$ cat config.mk
export PLATFORM = sky130hd
export DESIGN_NAME = wbt_train_gen
export DESIGN_NICKNAME = d
export VERILOG_FILES = /design/src/rtl/wbt_pkg.sv /design/src/rtl/wbt_seq_ctrl.sv /design/src/rtl/wbt_pattern_gen.sv /design/src/rtl/wbt_drive_sel.sv /design/src/rtl/wbt_train_gen.sv
export SDC_FILE = /design/constraint.sdc
export NUM_CORES = 1
export LEC_CHECK = 0
export ABC_AREA = 1
export CAP_MARGIN = 20
export CORE_MARGIN = 2
export CORE_UTILIZATION = 47
export CTS_CLUSTER_DIAMETER = 60
export DETAILED_ROUTE_END_ITERATION = 8
export PLACE_DENSITY = 0.84
export SLEW_MARGIN = 20
export SYNTH_ARGS = -nofsm -noshare
export SYNTH_HDL_FRONTEND = slang
export SYNTH_SLANG_ARGS = --single-unit
$ cat constraint.sdc
create_clock -name clk_i -period 2.2 [get_ports clk_i]
set_input_delay 0.44 -clock clk_i [delete_from_list [all_inputs] [get_ports clk_i]]
set_output_delay 0.44 -clock clk_i [all_outputs]
set_load 0.05 [all_outputs]
$ cat src/rtl/wbt_pkg.sv
package wbt_pkg;
  typedef enum logic [2:0] {
    SEC_IDLE, SEC_A_HOLD, SEC_A_RUN, SEC_B_QUIET, SEC_B_RUN, SEC_C_RUN
  } sec_e;

  localparam int unsigned NUM_DB     = 16;
  localparam int unsigned GRP_W      = NUM_DB + 2;
  localparam int unsigned LINE_P1    = NUM_DB;
  localparam int unsigned LINE_PCRCA = NUM_DB + 1;
  localparam int unsigned LINE_REQ   = NUM_DB + 2;
  localparam int unsigned LINE_SEL   = NUM_DB + 3;
  localparam int unsigned NUM_LINES  = NUM_DB + 4;

  localparam int unsigned PAT_LEN = 16;
  localparam logic [PAT_LEN-1:0] C_PATTERN = 16'b0000_0100_1111_1011;
endpackage

$ cat src/rtl/wbt_seq_ctrl.sv
module wbt_seq_ctrl
  import wbt_pkg::*;
#(
  parameter int unsigned LEN_A_HOLD  = 32,
  parameter int unsigned LEN_A_RUN   = 128,
  parameter int unsigned LEN_B_QUIET = 16,
  parameter int unsigned LEN_B_RUN   = 48,
  parameter int unsigned LEN_C_RUN   = 128,
  parameter int unsigned SLOT_W      = 8
) (
  input  logic              clk_i,
  input  logic              rst_ni,
  input  logic              start_i,
  output sec_e              sec_o,
  output logic [SLOT_W-1:0] slot_o,
  output logic              done_o
);
  sec_e              sec_q;
  logic [SLOT_W-1:0] slot_q;
  logic              done_q;
  logic [SLOT_W-1:0] last_slot;

  always_comb begin
    unique case (sec_q)
      SEC_A_HOLD:  last_slot = SLOT_W'(LEN_A_HOLD - 1);
      SEC_A_RUN:   last_slot = SLOT_W'(LEN_A_RUN - 1);
      SEC_B_QUIET: last_slot = SLOT_W'(LEN_B_QUIET - 1);
      SEC_B_RUN:   last_slot = SLOT_W'(LEN_B_RUN - 1);
      SEC_C_RUN:   last_slot = SLOT_W'(LEN_C_RUN - 1);
      default:     last_slot = '0;
    endcase
  end

  wire at_end = (sec_q != SEC_IDLE) && (slot_q == last_slot);

  always_ff @(posedge clk_i or negedge rst_ni) begin
    if (!rst_ni) begin
      sec_q  <= SEC_IDLE;
      slot_q <= '0;
      done_q <= 1'b0;
    end else begin
      done_q <= 1'b0;
      if (sec_q == SEC_IDLE) begin
        if (start_i) begin
          sec_q  <= SEC_A_HOLD;
          slot_q <= '0;
        end
      end else if (at_end) begin
        slot_q <= '0;
        unique case (sec_q)
          SEC_A_HOLD:  sec_q <= SEC_A_RUN;
          SEC_A_RUN:   sec_q <= SEC_B_QUIET;
          SEC_B_QUIET: sec_q <= SEC_B_RUN;
          SEC_B_RUN:   sec_q <= SEC_C_RUN;
          default: begin
            sec_q  <= SEC_IDLE;
            done_q <= 1'b1;
          end
        endcase
      end else begin
        slot_q <= slot_q + 1'b1;
      end
    end
  end

  assign sec_o  = sec_q;
  assign slot_o = slot_q;
  assign done_o = done_q;


  a_order_chk: assert property (@(posedge clk_i) disable iff (!rst_ni)
    sec_q == SEC_A_HOLD |=> (sec_q == SEC_A_HOLD || sec_q == SEC_A_RUN));

  b_order_chk: assert property (@(posedge clk_i) disable iff (!rst_ni)
    sec_q == SEC_B_QUIET |=> (sec_q == SEC_B_QUIET || sec_q == SEC_B_RUN));

  start_ignore_chk: assert property (@(posedge clk_i) disable iff (!rst_ni)
    (sec_q != SEC_IDLE) && start_i && !at_end |=> slot_q == $past(slot_q) + 1'b1);

  c_end_chk: assert property (@(posedge clk_i) disable iff (!rst_ni)
    (sec_q == SEC_C_RUN) && at_end |=> done_q && sec_q == SEC_IDLE);

  done_single_chk: assert property (@(posedge clk_i) disable iff (!rst_ni)
    done_q |=> !done_q);
endmodule

$ cat src/rtl/wbt_pattern_gen.sv
module wbt_pattern_gen
  import wbt_pkg::*;
#(
  parameter int unsigned LEN_B_QUIET = 16,
  parameter int unsigned PHASE_STEP  = 2,
  parameter int unsigned PHASE_SETS  = 8,
  parameter int unsigned SLOT_W      = 8
) (
  input  sec_e                 sec_i,
  input  logic [SLOT_W-1:0]    slot_i,
  output logic [NUM_LINES-1:0] lines_o
);
  localparam int unsigned IDX_W = $clog2(PAT_LEN);

  logic              toggle;
  logic              b_bit;
  logic [SLOT_W-1:0] b_pos;
  logic [GRP_W-1:0]  c_bits;

  assign toggle = ~slot_i[0];
  assign b_pos  = slot_i + ((sec_i == SEC_B_RUN) ? SLOT_W'(LEN_B_QUIET) : '0);
  assign b_bit  = ~b_pos[1];

  for (genvar n = 0; n < GRP_W; n++) begin : g_c_line
    localparam int unsigned OFF = (PHASE_STEP * (n % PHASE_SETS)) % PAT_LEN;
    logic [IDX_W-1:0] idx;
    assign idx       = slot_i[IDX_W-1:0] + IDX_W'(OFF);
    assign c_bits[n] = C_PATTERN[PAT_LEN-1-idx];
  end

  always_comb begin
    lines_o = '0;
    unique case (sec_i)
      SEC_A_HOLD: lines_o[LINE_SEL] = 1'b1;
      SEC_A_RUN: begin
        lines_o[LINE_SEL]    = 1'b1;
        lines_o[LINE_REQ]    = toggle;
        lines_o[GRP_W-1:0]   = {GRP_W{toggle}};
      end
      SEC_B_QUIET: lines_o[GRP_W-1:0] = {GRP_W{b_bit}};
      SEC_B_RUN: begin
        lines_o[LINE_REQ]  = toggle;
        lines_o[GRP_W-1:0] = {GRP_W{b_bit}};
      end
      SEC_C_RUN: begin
        lines_o[LINE_REQ]  = toggle;
        lines_o[GRP_W-1:0] = c_bits;
      end
      default: lines_o = '0;
    endcase
  end
endmodule

$ cat src/rtl/wbt_drive_sel.sv
module wbt_drive_sel
  import wbt_pkg::*;
(
  input  logic                 clk_i,
  input  logic                 rst_ni,
  input  logic                 pcomp_en_i,
  input  logic [NUM_LINES-1:0] lines_i,
  output logic [NUM_LINES-1:0] strong_o
);
  logic [NUM_LINES-1:0] prev_q;

  always_ff @(posedge clk_i or negedge rst_ni) begin
    if (!rst_ni) prev_q <= '0;
    else         prev_q <= lines_i;
  end

  assign strong_o = pcomp_en_i ? (lines_i ^ prev_q) : '1;


  hold_weak_chk: assert property (@(posedge clk_i) disable iff (!rst_ni)
    pcomp_en_i && (lines_i == prev_q) |-> strong_o == '0);
endmodule

$ cat src/rtl/wbt_train_gen.sv
module wbt_train_gen
  import wbt_pkg::*;
#(
  parameter int unsigned LEN_A_HOLD  = 32,
  parameter int unsigned LEN_A_RUN   = 128,
  parameter int unsigned LEN_B_QUIET = 16,
  parameter int unsigned LEN_B_RUN   = 48,
  parameter int unsigned LEN_C_RUN   = 128,
  parameter int unsigned PHASE_STEP  = 2,
  parameter int unsigned PHASE_SETS  = 8
) (
  input  logic              clk_i,
  input  logic              rst_ni,
  input  logic              start_i,
  input  logic              pcomp_en_i,
  input  logic [NUM_DB-1:0] dp_db_i,
  input  logic              dp_p1_i,
  input  logic              dp_pcrca_i,
  input  logic              dp_req_i,
  input  logic              dp_sel_i,
  output logic [NUM_DB-1:0] db_o,
  output logic              p1_o,
  output logic              pcrca_o,
  output logic              req_o,
  output logic              sel_o,
  output logic [NUM_LINES-1:0] strong_o,
  output logic              training_o,
  output logic              done_o
);
  localparam int unsigned MAX_LEN_AB = (LEN_A_HOLD > LEN_A_RUN) ? LEN_A_HOLD : LEN_A_RUN;
  localparam int unsigned MAX_LEN_B  = (LEN_B_QUIET > LEN_B_RUN) ? LEN_B_QUIET : LEN_B_RUN;
  localparam int unsigned MAX_LEN_X  = (MAX_LEN_AB > MAX_LEN_B) ? MAX_LEN_AB : MAX_LEN_B;
  localparam int unsigned MAX_LEN    = (MAX_LEN_X > LEN_C_RUN) ? MAX_LEN_X : LEN_C_RUN;
  localparam int unsigned SLOT_W     = $clog2(MAX_LEN + LEN_B_QUIET) + 1;

  sec_e                 sec;
  logic [SLOT_W-1:0]    slot;
  logic [NUM_LINES-1:0] pat_lines, dp_lines, lines;

  wbt_seq_ctrl #(
    .LEN_A_HOLD(LEN_A_HOLD), .LEN_A_RUN(LEN_A_RUN), .LEN_B_QUIET(LEN_B_QUIET),
    .LEN_B_RUN(LEN_B_RUN), .LEN_C_RUN(LEN_C_RUN), .SLOT_W(SLOT_W)
  ) u_ctrl (
    .clk_i(clk_i), .rst_ni(rst_ni), .start_i(start_i),
    .sec_o(sec), .slot_o(slot), .done_o(done_o)
  );

  wbt_pattern_gen #(
    .LEN_B_QUIET(LEN_B_QUIET), .PHASE_STEP(PHASE_STEP),
    .PHASE_SETS(PHASE_SETS), .SLOT_W(SLOT_W)
  ) u_pat (
    .sec_i(sec), .slot_i(slot), .lines_o(pat_lines)
  );

  assign dp_lines   = {dp_sel_i, dp_req_i, dp_pcrca_i, dp_p1_i, dp_db_i};
  assign training_o = (sec != SEC_IDLE);
  assign lines      = training_o ? pat_lines : dp_lines;

  wbt_drive_sel u_drv (
    .clk_i(clk_i), .rst_ni(rst_ni), .pcomp_en_i(pcomp_en_i),
    .lines_i(lines), .strong_o(strong_o)
  );

  assign db_o    = lines[NUM_DB-1:0];
  assign p1_o    = lines[LINE_P1];
  assign pcrca_o = lines[LINE_PCRCA];
  assign req_o   = lines[LINE_REQ];
  assign sel_o   = lines[LINE_SEL];


  handback_chk: assert property (@(posedge clk_i) disable iff (!rst_ni)
    done_o |-> !training_o && lines == dp_lines);

  c_sel_low_chk: assert property (@(posedge clk_i) disable iff (!rst_ni)
    sec == SEC_C_RUN |-> !sel_o);
endmodule

==> results.tsv, run 1 <==
stage	metric	value	unit
cts	clk root buf	clkbuf_8	
die	die height	72.1	um
die	I/O Pins	66	
synthesis	cell taking the most area after synthesis	dfrtp_1	
die	# rows	24	
synthesis	Seq/Total Area, Yosys	37.9	%
synthesis	Cell Area, Synth	2180	um2
synthesis	flops & latches, synth	33	
run_status	failing step	global routing (5_1_grt)	
place	Detailed Place HPWL	5.14	mm
synthesis	Net Count, Synth	328	
cts	CTS Buf Count	5	
cts	Max Buffers Root-to-Sink	2	
synthesis	synth top area cells	dfrtp_1 (38%), nand2_1 (15%), nand3_1 (9.4%), inv_1 (7.4%), ha_1 (2.9%)	
place	GP Congestion	0.931	
synthesis	yosys warns	0	
synthesis	post-synthesis cell type count	32	
sta	GRT repair_timing worst endpoint	strong_o[9]	
die	die width	72.1	um
grt	largest net degree at the start of global routing	34	
place	IO buf count	65	
synthesis	post-synthesis instance total	299	
synthesis	top-area cell type share of the netlist area	37.9	%
place	DP Area	3590	um2
run_status	outcome	stopped before the end	
synthesis	Avg Inst Size Synth	7.29	um2
cts	H-tree levels	2	
run_status	Run Error	[ERROR DPL-0038] Utilization greater than 100%, impossible to legalize	
cts	number of clock sinks	33	
sta	worst ep type	output port	
die	starting density of the core	49.3	%
cell usage after synthesis:
master	count
nand2_1	89
inv_1	43
nand3_1	41
dfrtp_1	33
o21ai_0	11
nor2_1	9
xor2_1	7
nor2_2	6
ha_1	5
o21ai_1	5
or2_2	5
xnor2_1	5
nand4_1	4
o21ai_2	4
inv_2	3
nand2_2	3
nand3_2	3
or2_1	3
buf_2	2
buf_4	2
clkbuf_1	2
nand3b_1	2
nor2_4	2
nor3_1	2
a21boi_0	1
a21oi_1	1
a21oi_4	1
a22oi_1	1
buf_6	1
nand2_4	1
nand3_4	1
or2_0	1
metrics by stage:
step           worst slack, ns  util [%]  std cells
4_1_cts                 -0.301      96.1        469
3_5_place_dp           -0.0329      81.4        435
3_3_place_gp            0.0523      81.4        435
2_1_floorplan          -0.0856         -        299
cells by family after synthesis:
| group | synth area share, % |
|---|---|
| AOI/OAI and AO/OA | 6.95 |
| buffers and inverters | 9.94 |
| DFF | 37.9 |
| adders and majority gates | 2.87 |
| xor gates and xnor gates | 4.82 |
| and+or+nand+nor | 37.5 |
timing repair:
item,CTS
gates cloned,1
setup buffers,25
pin swaps,22
setup endpoints to repair,40
hold buffers,0
resized for setup,93
==> run 2, diff against run 1 <==
--- a/config.mk
+++ b/config.mk
@@ -8,10 +8,9 @@
 export ABC_AREA = 1
 export CAP_MARGIN = 20
 export CORE_MARGIN = 2
-export CORE_UTILIZATION = 47
-export CTS_CLUSTER_DIAMETER = 60
+export CORE_UTILIZATION = 35
 export DETAILED_ROUTE_END_ITERATION = 8
-export PLACE_DENSITY = 0.84
+export PLACE_DENSITY_LB_ADDON = 0.15
 export SLEW_MARGIN = 20
 export SYNTH_ARGS = -nofsm -noshare
 export SYNTH_HDL_FRONTEND = slang
==> results.tsv, run 2 <==
stage	metric	value	unit	change
die	starting density of the core	36.6	%	-13 points
sta	RSZ-0062 raised after global routing	yes		
worst_setup_path	cell chain of the critical path	inv_4 -> ha_4 -> nor2_4 -> inv_2 -> nand2_2 -> nand2_1 -> nand2_1 -> nand3_2 -> nand2_2 -> clkinvlp_4 -> nand2_2 -> nand3_4 -> buf_12		
sta	Final WS setup	-0.312	ns	
synthesis	Post-synth EDFFs	0		unchanged
worst_setup_path	Crit path arrival time	2.07	ns	
routing	wire per inst	14.2	um	
synthesis	Net Count, Synth	328		unchanged
min_path	worst hold path type	in2async		
cts	CTS Buf Count	5		unchanged
cts	number of clock sinks	33		unchanged
die	die width	82.9	um	+15%
run_status	failing checks	setup timing		
synthesis	yosys warns	0		unchanged
cells_and_area	post-layout net count	447		
sta	Rel. slew slack	47.3	%	
sta	Final Slew Violations	0		
synthesis	flops & latches, synth	33		unchanged
place	Detailed Place HPWL	4.54	mm	-12%
job	MaxCap Viol Count	0		
place	IO buf count	65		unchanged
worst_setup_path	Critical Path Sink Type	output pin		
die	die height	82.9	um	+15%
synthesis	Cell Area, Synth	2180	um2	unchanged
die	I/O Pins	66		unchanged
synthesis	top-area cell type share of the netlist area	37.9	%	unchanged
cells_and_area	ANT cells	0		
grt	vias in the first global route	2190		
worst_setup_path	worst endpoint required time	1.76	ns	
grt	GRT Total Usage	19.0	%	
sta	minimum clock period after layout	2.51	ns	
synthesis	Synth async-reset ratio	100	%	unchanged
cts	H-tree levels	2		unchanged
synthesis	Seq/Total Area, Yosys	37.9	%	unchanged
synthesis	Commonest cells post-synth	nand2_1 (89), inv_1 (43), nand3_1 (41), dfrtp_1 (33), o21ai_0 (11)		
worst_setup_path	Critical Path Fanout Max	3		
sta	Worst Tran Pin Value	0.791	ns	
synthesis	post-synthesis cell type count	32		unchanged
synthesis	post-synthesis instance total	299		unchanged
place	GP Congestion	0.864		-7.2%
sta	Final Cycle Share	114	%	
synthesis	count leader, synth	nand2_1		
routing	vias per inst	4.84		
sta	clock skew	0.00177	ns	
routing	DRT antenna net count	0		
die	die area	6870	um2	
run_status	outcome	complete, but fails checks		
synthesis	cell taking the most area after synthesis	dfrtp_1		
worst_setup_path	cell mode on critical path	nand2_2		
cells_and_area	share of layout cells above drive strength 1	56.1	%	
cells_and_area	most frequent cells in the layout	nand2_1 (57), buf_4 (39), buf_12 (32)		
grt	first-pass GRT wire length	10.6	mm	
sta	Finish-stage setup viols	40		
synthesis	Avg Inst Size Synth	7.29	um2	unchanged
worst_setup_path	startpoint types	flop		
routing	via count	2389		
routing	Detailed Routing Iterations Pass 1	4		
sta	Hold Violations, Final	0		
grt	initial antenna violation count	0		
synthesis	ys flop type	dfrtp_1		
cts	clk_lat worst skew	0.30	ns	
routing	DRT iter0 DRCs	100		
sta	Max Clk Rate	398	MHz	
die	# rows	28		+17%
cells_and_area	number of flip-flops in the largest register	20		
worst_setup_path	max incr delay on CP	0.45	ns	
routing	DRC violations left	0		
cells_and_area	post-layout util	75.1	%	
die	Core Area	5960	um2	
worst_setup_path	critical path class	reg2out		
cts	CTS tree	yes		
cells_and_area	commonest non-fill, non-tap cell in the layout	nand2_1		
routing	WL final	7.02	mm	
grt	largest net degree at the start of global routing	34		
synthesis	synth top area cells	dfrtp_1 (38%), nand2_1 (15%), nand3_1 (9.4%), inv_1 (7.4%), ha_1 (2.9%)		
cts	Max Buffers Root-to-Sink	2		unchanged
cells_and_area	Largest Register	u_drv.prev_q		
cts	clk root buf	clkbuf_8		
cts	Worst-path clk slew	0.07	ns	
cts	cts hold-fix bufs	0		unchanged
grt	global route overflow	0		
worst_setup_path	crit path max-delay cell type	dfrtp_2		
cells_and_area	Syn-to-layout area delta	105	%	
## run 2: cell counts after synthesis
Identical to the previous run, type by type.
## run 2: layout make-up
type,count,area (um2)
Multi-Input combinational cell,213,1750
Timing Repair Buffer,119,1480
Fill cell,373,1480
Sequential cell,33,835
Inverter,46,210
Clock buffer,7,96.3
Tap cell,75,93.8
Clock inverter,1,5.00
## run 2: per-layer routing
layer	global-route usage [%]	share of wire, %	vias up
met5	0	0	-
met4	6.11	1.2	0
met3	3.58	3.1	8
met2	32.0	51	41
met1	24.5	44	1153
li1	-	-	1187
## run 2: path summary, 6_finish.rpt
path,start,end,slack (ns),cells past startpoint
setup / recovery,u_ctrl.slot_o[1]$_DFFE_PN0P_,strong_o[7],-0.31,13
hold / removal,rst_ni,u_ctrl.slot_o[8]$_DFFE_PN0P_,0.22,1
setup reg to reg,u_ctrl.sec_o[1]$_DFFE_PN0P_,u_ctrl.slot_o[2]$_DFFE_PN0P_,0.37,9
hold reg to reg,u_ctrl.slot_o[7]$_DFFE_PN0P_,u_ctrl.slot_o[7]$_DFFE_PN0P_,0.56,2
max in group asynchronous,rst_ni,u_ctrl.sec_o[0]$_DFFE_PN0P_,1.43,1
min in group clk_i,u_ctrl.slot_o[7]$_DFFE_PN0P_,u_ctrl.slot_o[7]$_DFFE_PN0P_,0.56,2
## run 2: timing repair
action | 4_1_cts | 5_1_grt
endpoints found under the setup margin | 39 | 41
pin swaps | 14 | 12
gates resized for setup | 58 | 58
setup buffers | 14 | 15
gates cloned | 0 | 1
## run 2: kinds of logic (layout without fill, tap and decap cells)
logic type / count (synthesis) / in the layout / synth area share (%)
simple gates: 172 / 172 / 37.5
buf+inv: 53 / 173 / 9.94
flops: 33 / 33 / 37.9
compound gates: 24 / 24 / 6.95
xor+xnor: 12 / 12 / 4.82
fa+ha+maj: 5 / 5 / 2.87
## run 2: stage by stage
stage	cell area (um2)	hold slack (ns)	setup TNS (ns)	setup WS [ns]	cells
final	4480	0.222	-8.50	-0.312	494
after global placement	3650	0.520	-0.0309	-0.0111	456
after detailed placement	3650	0.536	-0.0975	-0.0426	456
after floorplan	2520	0.144	-0.346	-0.0856	299
after CTS	4120	0.252	-6.59	-0.241	478
after global routing	4480	0.280	-11.98	-0.402	494
## run 2: critical path: cells and delay by family (launching register included)
kind	cells	cell delay (ns)
flip-flops	1	0.45
buffers and inverters	4	0.40
AND/OR/NAND/NOR	8	0.71
adder cells (fa/ha/maj)	1	0.22
Power of run 2 is left out: the tool's default activity adds up to more than one toggle a clock period on the data nets, which glitch-free logic cannot reach.
==> run 3, diff against run 2 <==
--- a/config.mk
+++ b/config.mk
@@ -6,11 +6,13 @@
 export NUM_CORES = 1
 export LEC_CHECK = 0
 export ABC_AREA = 1
+export ABC_CLOCK_PERIOD_IN_PS = 2200
 export CAP_MARGIN = 20
 export CORE_MARGIN = 2
 export CORE_UTILIZATION = 35
 export DETAILED_ROUTE_END_ITERATION = 8
 export PLACE_DENSITY_LB_ADDON = 0.15
+export REMOVE_ABC_BUFFERS = 1
 export SLEW_MARGIN = 20
 export SYNTH_ARGS = -nofsm -noshare
 export SYNTH_HDL_FRONTEND = slang
==> results.tsv, run 3 (synthesis gave the netlist of run 2 again) <==
stage	metric	value	unit	change
sta	Hold Violations, Final	0		unchanged
worst_setup_path	worst endpoint required time	1.76	ns	about the same
cts	Worst-path clk slew	0.08	ns	about the same
run_status	failing checks	setup timing		
die	die width	82.9	um	unchanged
sta	Worst Tran Pin Value	0.495	ns	-0.296 ns
sta	RSZ-0062 raised after global routing	yes		
sta	minimum clock period after layout	2.47	ns	-0.0410 ns
cts	clk root buf	clkbuf_8		
worst_setup_path	Critical Path Fanout Max	3		unchanged
routing	wire per inst	14.9	um	+4.7%
cts	CTS Buf Count	5		unchanged
worst_setup_path	r2r setup slk	0.39	ns	+0.02 ns
worst_setup_path	depth of the worst register-to-register path	11		+2
routing	DRT iter0 DRCs	114		+14%
worst_setup_path	critical path class	reg2out		
die	starting density of the core	36.6	%	unchanged
cells_and_area	most frequent cells in the layout	nand2_1 (59), buf_12 (36), buf_4 (31)		
cells_and_area	share of layout cells above drive strength 1	54.9	%	-1.2 points
sta	Finish-stage setup viols	40		unchanged
place	Detailed Place HPWL	4.66	mm	+2.6%
cts	CTS tree	yes		
cells_and_area	Largest Register	u_drv.prev_q		
grt	largest net degree at the start of global routing	34		unchanged
sta	Final Cycle Share	112	%	-1.9 points
worst_setup_path	r2r startpoint	u_ctrl.sec_o[0]$_DFFE_PN0P_		
routing	via count	2446		+2.4%
grt	global route overflow	0		unchanged
cells_and_area	commonest non-fill, non-tap cell in the layout	nand2_1		
sta	clock skew	0.00966	ns	+0.00790 ns
sta	Final Slew Violations	0		unchanged
cts	H-tree levels	2		unchanged
cts	Max Buffers Root-to-Sink	2		unchanged
place	GP Congestion	0.833		-3.6%
die	# rows	28		unchanged
sta	Max Clk Rate	405	MHz	+1.7%
die	Core Area	5960	um2	unchanged
worst_setup_path	max incr delay on CP	0.45	ns	about the same
worst_setup_path	cell mode on critical path	nand3_2		
worst_setup_path	Crit path arrival time	2.03	ns	-0.04 ns
min_path	worst hold path type	in2async		
grt	initial antenna violation count	0		unchanged
routing	Detailed Routing Iterations Pass 1	4		unchanged
run_status	outcome	complete, but fails checks		
grt	first-pass GRT wire length	11.6	mm	+9.4%
cts	clk_lat worst skew	0.30	ns	about the same
grt	vias in the first global route	2495		+14%
sta	Final WS setup	-0.271	ns	+0.0410 ns
worst_setup_path	Critical R2R Capture	u_ctrl.slot_o[1]$_DFFE_PN0P_		
cells_and_area	number of flip-flops in the largest register	20		unchanged
sta	Final TNS setup	-6.98	ns	+1.53 ns
cts	cts hold-fix bufs	0		unchanged
die	die area	6870	um2	unchanged
sta	Rel. slew slack	66.9	%	+20 points
cells_and_area	ANT cells	0		unchanged
cts	number of clock sinks	33		unchanged
cells_and_area	# fillers	395		+5.9%
routing	DRC violations left	0		unchanged
die	I/O Pins	66		unchanged
job	MaxCap Viol Count	0		unchanged
cells_and_area	Syn-to-layout area delta	101	%	
routing	DRT antenna net count	0		unchanged
worst_setup_path	Critical Path Sink Type	output pin		
worst_setup_path	startpoint types	flop		
grt	GRT Total Usage	20.4	%	+1.4 points
cells_and_area	post-layout net count	449		+0.45%
worst_setup_path	cell chain of the critical path	buf_6 -> ha_4 -> inv_2 -> nor2_4 -> nand2_1 -> nand3_2 -> nand3_4 -> nand2_4 -> or2_1 -> nand3_2 -> buf_12		
routing	WL final	7.38	mm	+5.1%
die	die height	82.9	um	unchanged
place	IO buf count	65		unchanged
routing	vias per inst	4.93		+2.0%
worst_setup_path	crit path max-delay cell type	dfrtp_2		
-- run 3: final cells by class --
type / count / area, um2 / share of cell area (%)
clock buffers: 5 / 68.8 / 1.57
flip-flops and latches: 33 / 832 / 19.0
inverters: 46 / 188 / 4.28
repair inverters: 1 / 6.26 / 0.143
well taps: 75 / 93.8 / 2.14
clock inverters: 3 / 65.1 / 1.48
multi-input cells: 213 / 1610 / 36.6
repair buffers: 120 / 1530 / 34.8
-- run 3: worst max-delay path by stage --
stage,from,endpoint,cells past startpoint
CTS,u_ctrl.sec_o[1]$_DFFE_PN0P_,strong_o[0],10
floorplan,u_ctrl.slot_o[2]$_DFFE_PN0P_,strong_o[13],7
detailed placement,u_ctrl.slot_o[2]$_DFFE_PN0P_,strong_o[3],11
finish,u_ctrl.slot_o[1]$_DFFE_PN0P_,strong_o[11],11
global route,u_ctrl.slot_o[2]$_DFFE_PN0P_,strong_o[15],13
global placement,u_ctrl.sec_o[2]$_DFFE_PN0P_,strong_o[1],10
-- run 3: what timing repair did --
| item | in CTS | in global routing |
|---|---|---|
| gates resized for setup | 89 | 75 |
| setup endpoints to repair | 40 | 39 |
| pin swaps | 16 | 28 |
| gates cloned | 0 | 1 |
| buffers inserted | 16 | 7 |
-- run 3: per-stage QoR --
stage	instances	hold WS (ns)	area (um2)	util, %	setup slack (ns)
after floorplan	292	0.144	2130	-	-1.03
after global placement	465	0.513	3460	58.1	0.00338
after detailed placement	465	0.519	3460	58.1	-0.0120
after CTS	489	0.545	4060	68.1	-0.204
after global routing	496	0.607	4390	73.7	-0.363
final	496	0.547	4390	73.7	-0.271
-- run 3: layer usage --
metal  global-route usage (%)  up-vias  routed length (um)
met1                     25.5     1188                2950
met5                        0        -                   0
met2                     35.3       63                3980
met3                     4.27       11                 308
met4                     5.96        0                 133
li1                         -     1184                   -
-- run 3: worst max-delay path: cells and delay by family (launching register included) --
kind          cells  cell delay [ns]
flops             1             0.45
fa+ha+maj         1             0.17
simple gates      7             0.76
buf+inv           3             0.35
Power of run 3 is left out for the same reason.
==> run 4, diff against run 3 <==
--- a/config.mk
+++ b/config.mk
@@ -5,7 +5,6 @@
 export SDC_FILE = /design/constraint.sdc
 export NUM_CORES = 1
 export LEC_CHECK = 0
-export ABC_AREA = 1
 export ABC_CLOCK_PERIOD_IN_PS = 2200
 export CAP_MARGIN = 20
 export CORE_MARGIN = 2
==> results.tsv, run 4 <==
stage	metric	value	unit	change
run_status	outcome	complete, but fails checks		
run_status	failing checks	setup timing		
grt	GRT Total Usage	20.3	%	-0.12 points
worst_setup_path	critical path class	reg2out		
die	die height	83.7	um	+0.92%
cells_and_area	commonest non-fill, non-tap cell in the layout	buf_4		
routing	met3 WL post-DR	304	um	-1.3%
cells_and_area	post-layout util	72.0	%	-1.7 points
cells_and_area	most frequent cells in the layout	buf_4 (43), nand2_1 (38), buf_6 (30)		
worst_setup_path	max incr delay on CP	0.41	ns	-0.04 ns
grt	largest net degree at the start of global routing	34		unchanged
grt	initial antenna violation count	0		unchanged
sta	clock skew	0.00500	ns	-0.00466 ns
routing	Detailed Routing Iterations Pass 1	4		unchanged
synthesis	multiplexer area fraction after synthesis	7.55	%	+7.5 points
synthesis	flops & latches, synth	33		unchanged
grt	global route overflow	0		unchanged
worst_setup_path	crit path max-delay cell type	dfrtp_1		
synthesis	top-area cell type share of the netlist area	37.2	%	-0.73 points
routing	vias per inst	5.16		+4.6%
routing	DRT antenna net count	0		unchanged
die	starting density of the core	35.6	%	-0.99 points
cells_and_area	Largest Register	u_drv.prev_q		
place	GP Congestion	0.821		-1.4%
die	die area	7000	um2	+1.9%
cells_and_area	Syn-to-layout area delta	102	%	
sta	Finish-stage setup viols	40		unchanged
sta	RSZ-0062 raised after global routing	yes		
synthesis	count leader, synth	nand2_1		
worst_setup_path	depth of the worst register-to-register path	7		-4
die	I/O Pins	66		unchanged
synthesis	yosys warns	0		unchanged
routing	DRT iter0 DRCs	80		-30%
cells_and_area	share of layout cells above drive strength 1	53.7	%	-1.2 points
sta	Worst Tran Pin Value	0.491	ns	-0.00333 ns
routing	metal2 WL	3.71	mm	-6.8%
synthesis	Seq/Total Area, Yosys	37.2	%	-0.73 points
cells_and_area	Design Area, Final	4490	um2	+2.4%
synthesis	adder-cell area share of the yosys netlist	2.82	%	-0.055 points
cts	number of clock sinks	33		unchanged
synthesis	post-synthesis cell type count	50		+56%
cells_and_area	post-layout net count	408		-9.1%
cts	Max Buffers Root-to-Sink	2		unchanged
die	# rows	29		+3.6%
synthesis	synth top area cells	dfrtp_1 (37%), nand2_1 (7.6%), mux2_2 (7.1%), xnor2_1 (4.3%), nand2b_1 (3.9%)		
worst_setup_path	cell chain of the critical path	inv_1 -> ha_4 -> nand2_4 -> xnor2_2 -> and3b_2 -> nor4b_4 -> buf_4 -> mux2_4 -> buf_8		
place	Place WS	-0.549	ns	-0.537 ns
cts	clk_lat worst skew	0.29	ns	about the same
cells_and_area	number of flip-flops in the largest register	20		unchanged
worst_setup_path	Critical R2R Capture	u_ctrl.sec_o[0]$_DFFE_PN0P_		
synthesis	Synth async-reset ratio	100	%	unchanged
cts	H-tree levels	2		unchanged
synthesis	Cell Area, Synth	2220	um2	+2.0%
routing	highest metal layer with signal wires	met4		
place	IO buf count	65		unchanged
worst_setup_path	r2r startpoint	u_ctrl.slot_o[1]$_DFFE_PN0P_		
grt	first-pass GRT wire length	11.5	mm	-1.1%
routing	via count	2358		-3.6%
sta	Rel. slew slack	67.1	%	+0.22 points
worst_setup_path	r2r setup slk	-0.13	ns	-0.52 ns
synthesis	post-synthesis instance total	250		-16%
grt	vias in the first global route	2466		-1.2%
worst_setup_path	worst endpoint required time	1.76	ns	about the same
worst_setup_path	WP buf/inv	3		unchanged
synthesis	ys flop type	dfrtp_1		
cts	CTS tree	yes		
sta	Final Cycle Share	131	%	+18 points
worst_setup_path	Critical Path Sink Type	output pin		
synthesis	cell taking the most area after synthesis	dfrtp_1		
synthesis	Commonest cells post-synth	nand2_1 (45), dfrtp_1 (33), mux2_2 (14), nand2b_1 (14), nor2_1 (14)		
routing	DRC violations left	0		unchanged
worst_setup_path	startpoint types	flop		
die	Core Area	6240	um2	+4.8%
die	die width	83.7	um	+0.92%
cts	Worst-path clk slew	0.07	ns	about the same
cells_and_area	# fillers	413		+4.6%
synthesis	XOR/XNOR Fraction of Synth Area	5.92	%	+1.1 points
routing	WL final	7.24	mm	-1.9%
job	MaxCap Viol Count	0		unchanged
place	Detailed Place HPWL	4.57	mm	-1.8%
sta	minimum clock period after layout	2.87	ns	+0.402 ns
cells_and_area	ANT cells	0		unchanged
synthesis	Avg Inst Size Synth	8.88	um2	+22%
synthesis	Post-synth EDFFs	0		unchanged
sta	Final WS setup	-0.673	ns	-0.402 ns
sta	Max Clk Rate	348	MHz	-14%
place	DP Area	3480	um2	+0.58%
cts	CTS Buf Count	5		unchanged
synthesis	Compound-Gate Fraction of Synth Area	15.5	%	+8.5 points
synthesis	largest family of logic cells by synthesized area	simple AND/OR/NAND/NOR gates		
sta	Final Slew Violations	0		unchanged
sta	Hold Violations, Final	0		unchanged
worst_setup_path	Crit path arrival time	2.43	ns	+0.40 ns
min_path	worst hold path type	in2async		
cts	clk root buf	clkbuf_8		
worst_setup_path	Crit path max-delay family	simple AND/OR/NAND/NOR gates		
worst_setup_path	Critical Path Fanout Max	3		unchanged
routing	routed metal-1 wirelength	3.04	mm	+3.0%
synthesis	simple-gate share of the synthesized area	26.5	%	-11 points
routing	wire per inst	15.8	um	+6.4%
[run 4: changes by cell type after synthesis, moves of 6 or more]
cell,delta
inv_1,-36
mux2_2,+14
nand2_1,-44
nand2b_1,+14
nand3_1,-35
nor2_2,-6
nor3_1,+9
o22a_1,+8
xnor2_1,+6
[run 4: layout make-up]
| class | instances | area (um2) | area share (%) |
|---|---|---|---|
| timing repair buffer | 137 | 1620 | 36.1 |
| sequential | 33 | 831 | 18.5 |
| tap | 77 | 96.3 | 2.14 |
| clock inverter | 3 | 65.1 | 1.45 |
| clock buffer | 5 | 68.8 | 1.53 |
| multi-input combinational | 195 | 1790 | 39.7 |
| inverter | 7 | 26.3 | 0.585 |
[run 4: routing by layer]
layer / up-vias / global-route usage, %
li1: 1133 / -
met1: 1140 / 25.4
met2: 68 / 34.5
met3: 17 / 3.86
met4: 0 / 7.62
met5: - / 0
[run 4: worst max path at each step]
stage / from / to / slack (ns) / depth (start not counted)
2_1_floorplan: u_ctrl.sec_o[1]$_DFFE_PN0P_ / strong_o[12] / -1.33 / 6
3_5_place_dp: u_ctrl.slot_o[1]$_DFFE_PN0P_ / strong_o[17] / -0.55 / 8
4_1_cts: u_ctrl.slot_o[1]$_DFFE_PN0P_ / strong_o[1] / -0.62 / 9
3_3_place_gp: u_ctrl.slot_o[1]$_DFFE_PN0P_ / strong_o[17] / -0.47 / 8
5_1_grt: u_ctrl.slot_o[2]$_DFFE_PN0P_ / strong_o[1] / -0.77 / 9
6_report: u_ctrl.slot_o[2]$_DFFE_PN0P_ / strong_o[1] / -0.67 / 9
[run 4: cells by family (layout without fill, tap and decap cells)]
logic type	after synthesis	in the layout
DFF	33	33
xor gates and xnor gates	15	15
AOI/OAI and AO/OA	43	43
buffers and inverters	22	152
adders and majority gates	5	5
and+or+nand+nor	117	117
muxes	15	15
[run 4: stage by stage]
stage                     TNS [ns]  hold WS, ns  cells
final                       -16.72        0.586    457
after global routing        -20.82        0.628    457
after CTS                   -16.43        0.595    452
after detailed placement     -8.94        0.617    429
after global placement       -6.96        0.601    429
after floorplan             -45.98        0.144    235
[run 4: repair_timing]
action | 4_1_cts | 5_1_grt
buffers inserted | 17 | 13
gates cloned | 0 | 0
pin swaps | 36 | 29
setup endpoints to repair | 51 | 51
hold buffers | 0 | 0
gates resized for setup | 113 | 58
[run 4: worst reg2reg max path: cells and delay by family (launching register included)]
kind                   cells  cell delay (ns)
AND/OR/NAND/NOR            2             0.75
buffers and inverters      2             0.26
AO/OA/AOI/OAI              3             0.78
flip-flops                 1             0.44
Power of run 4 is left out for the same reason.
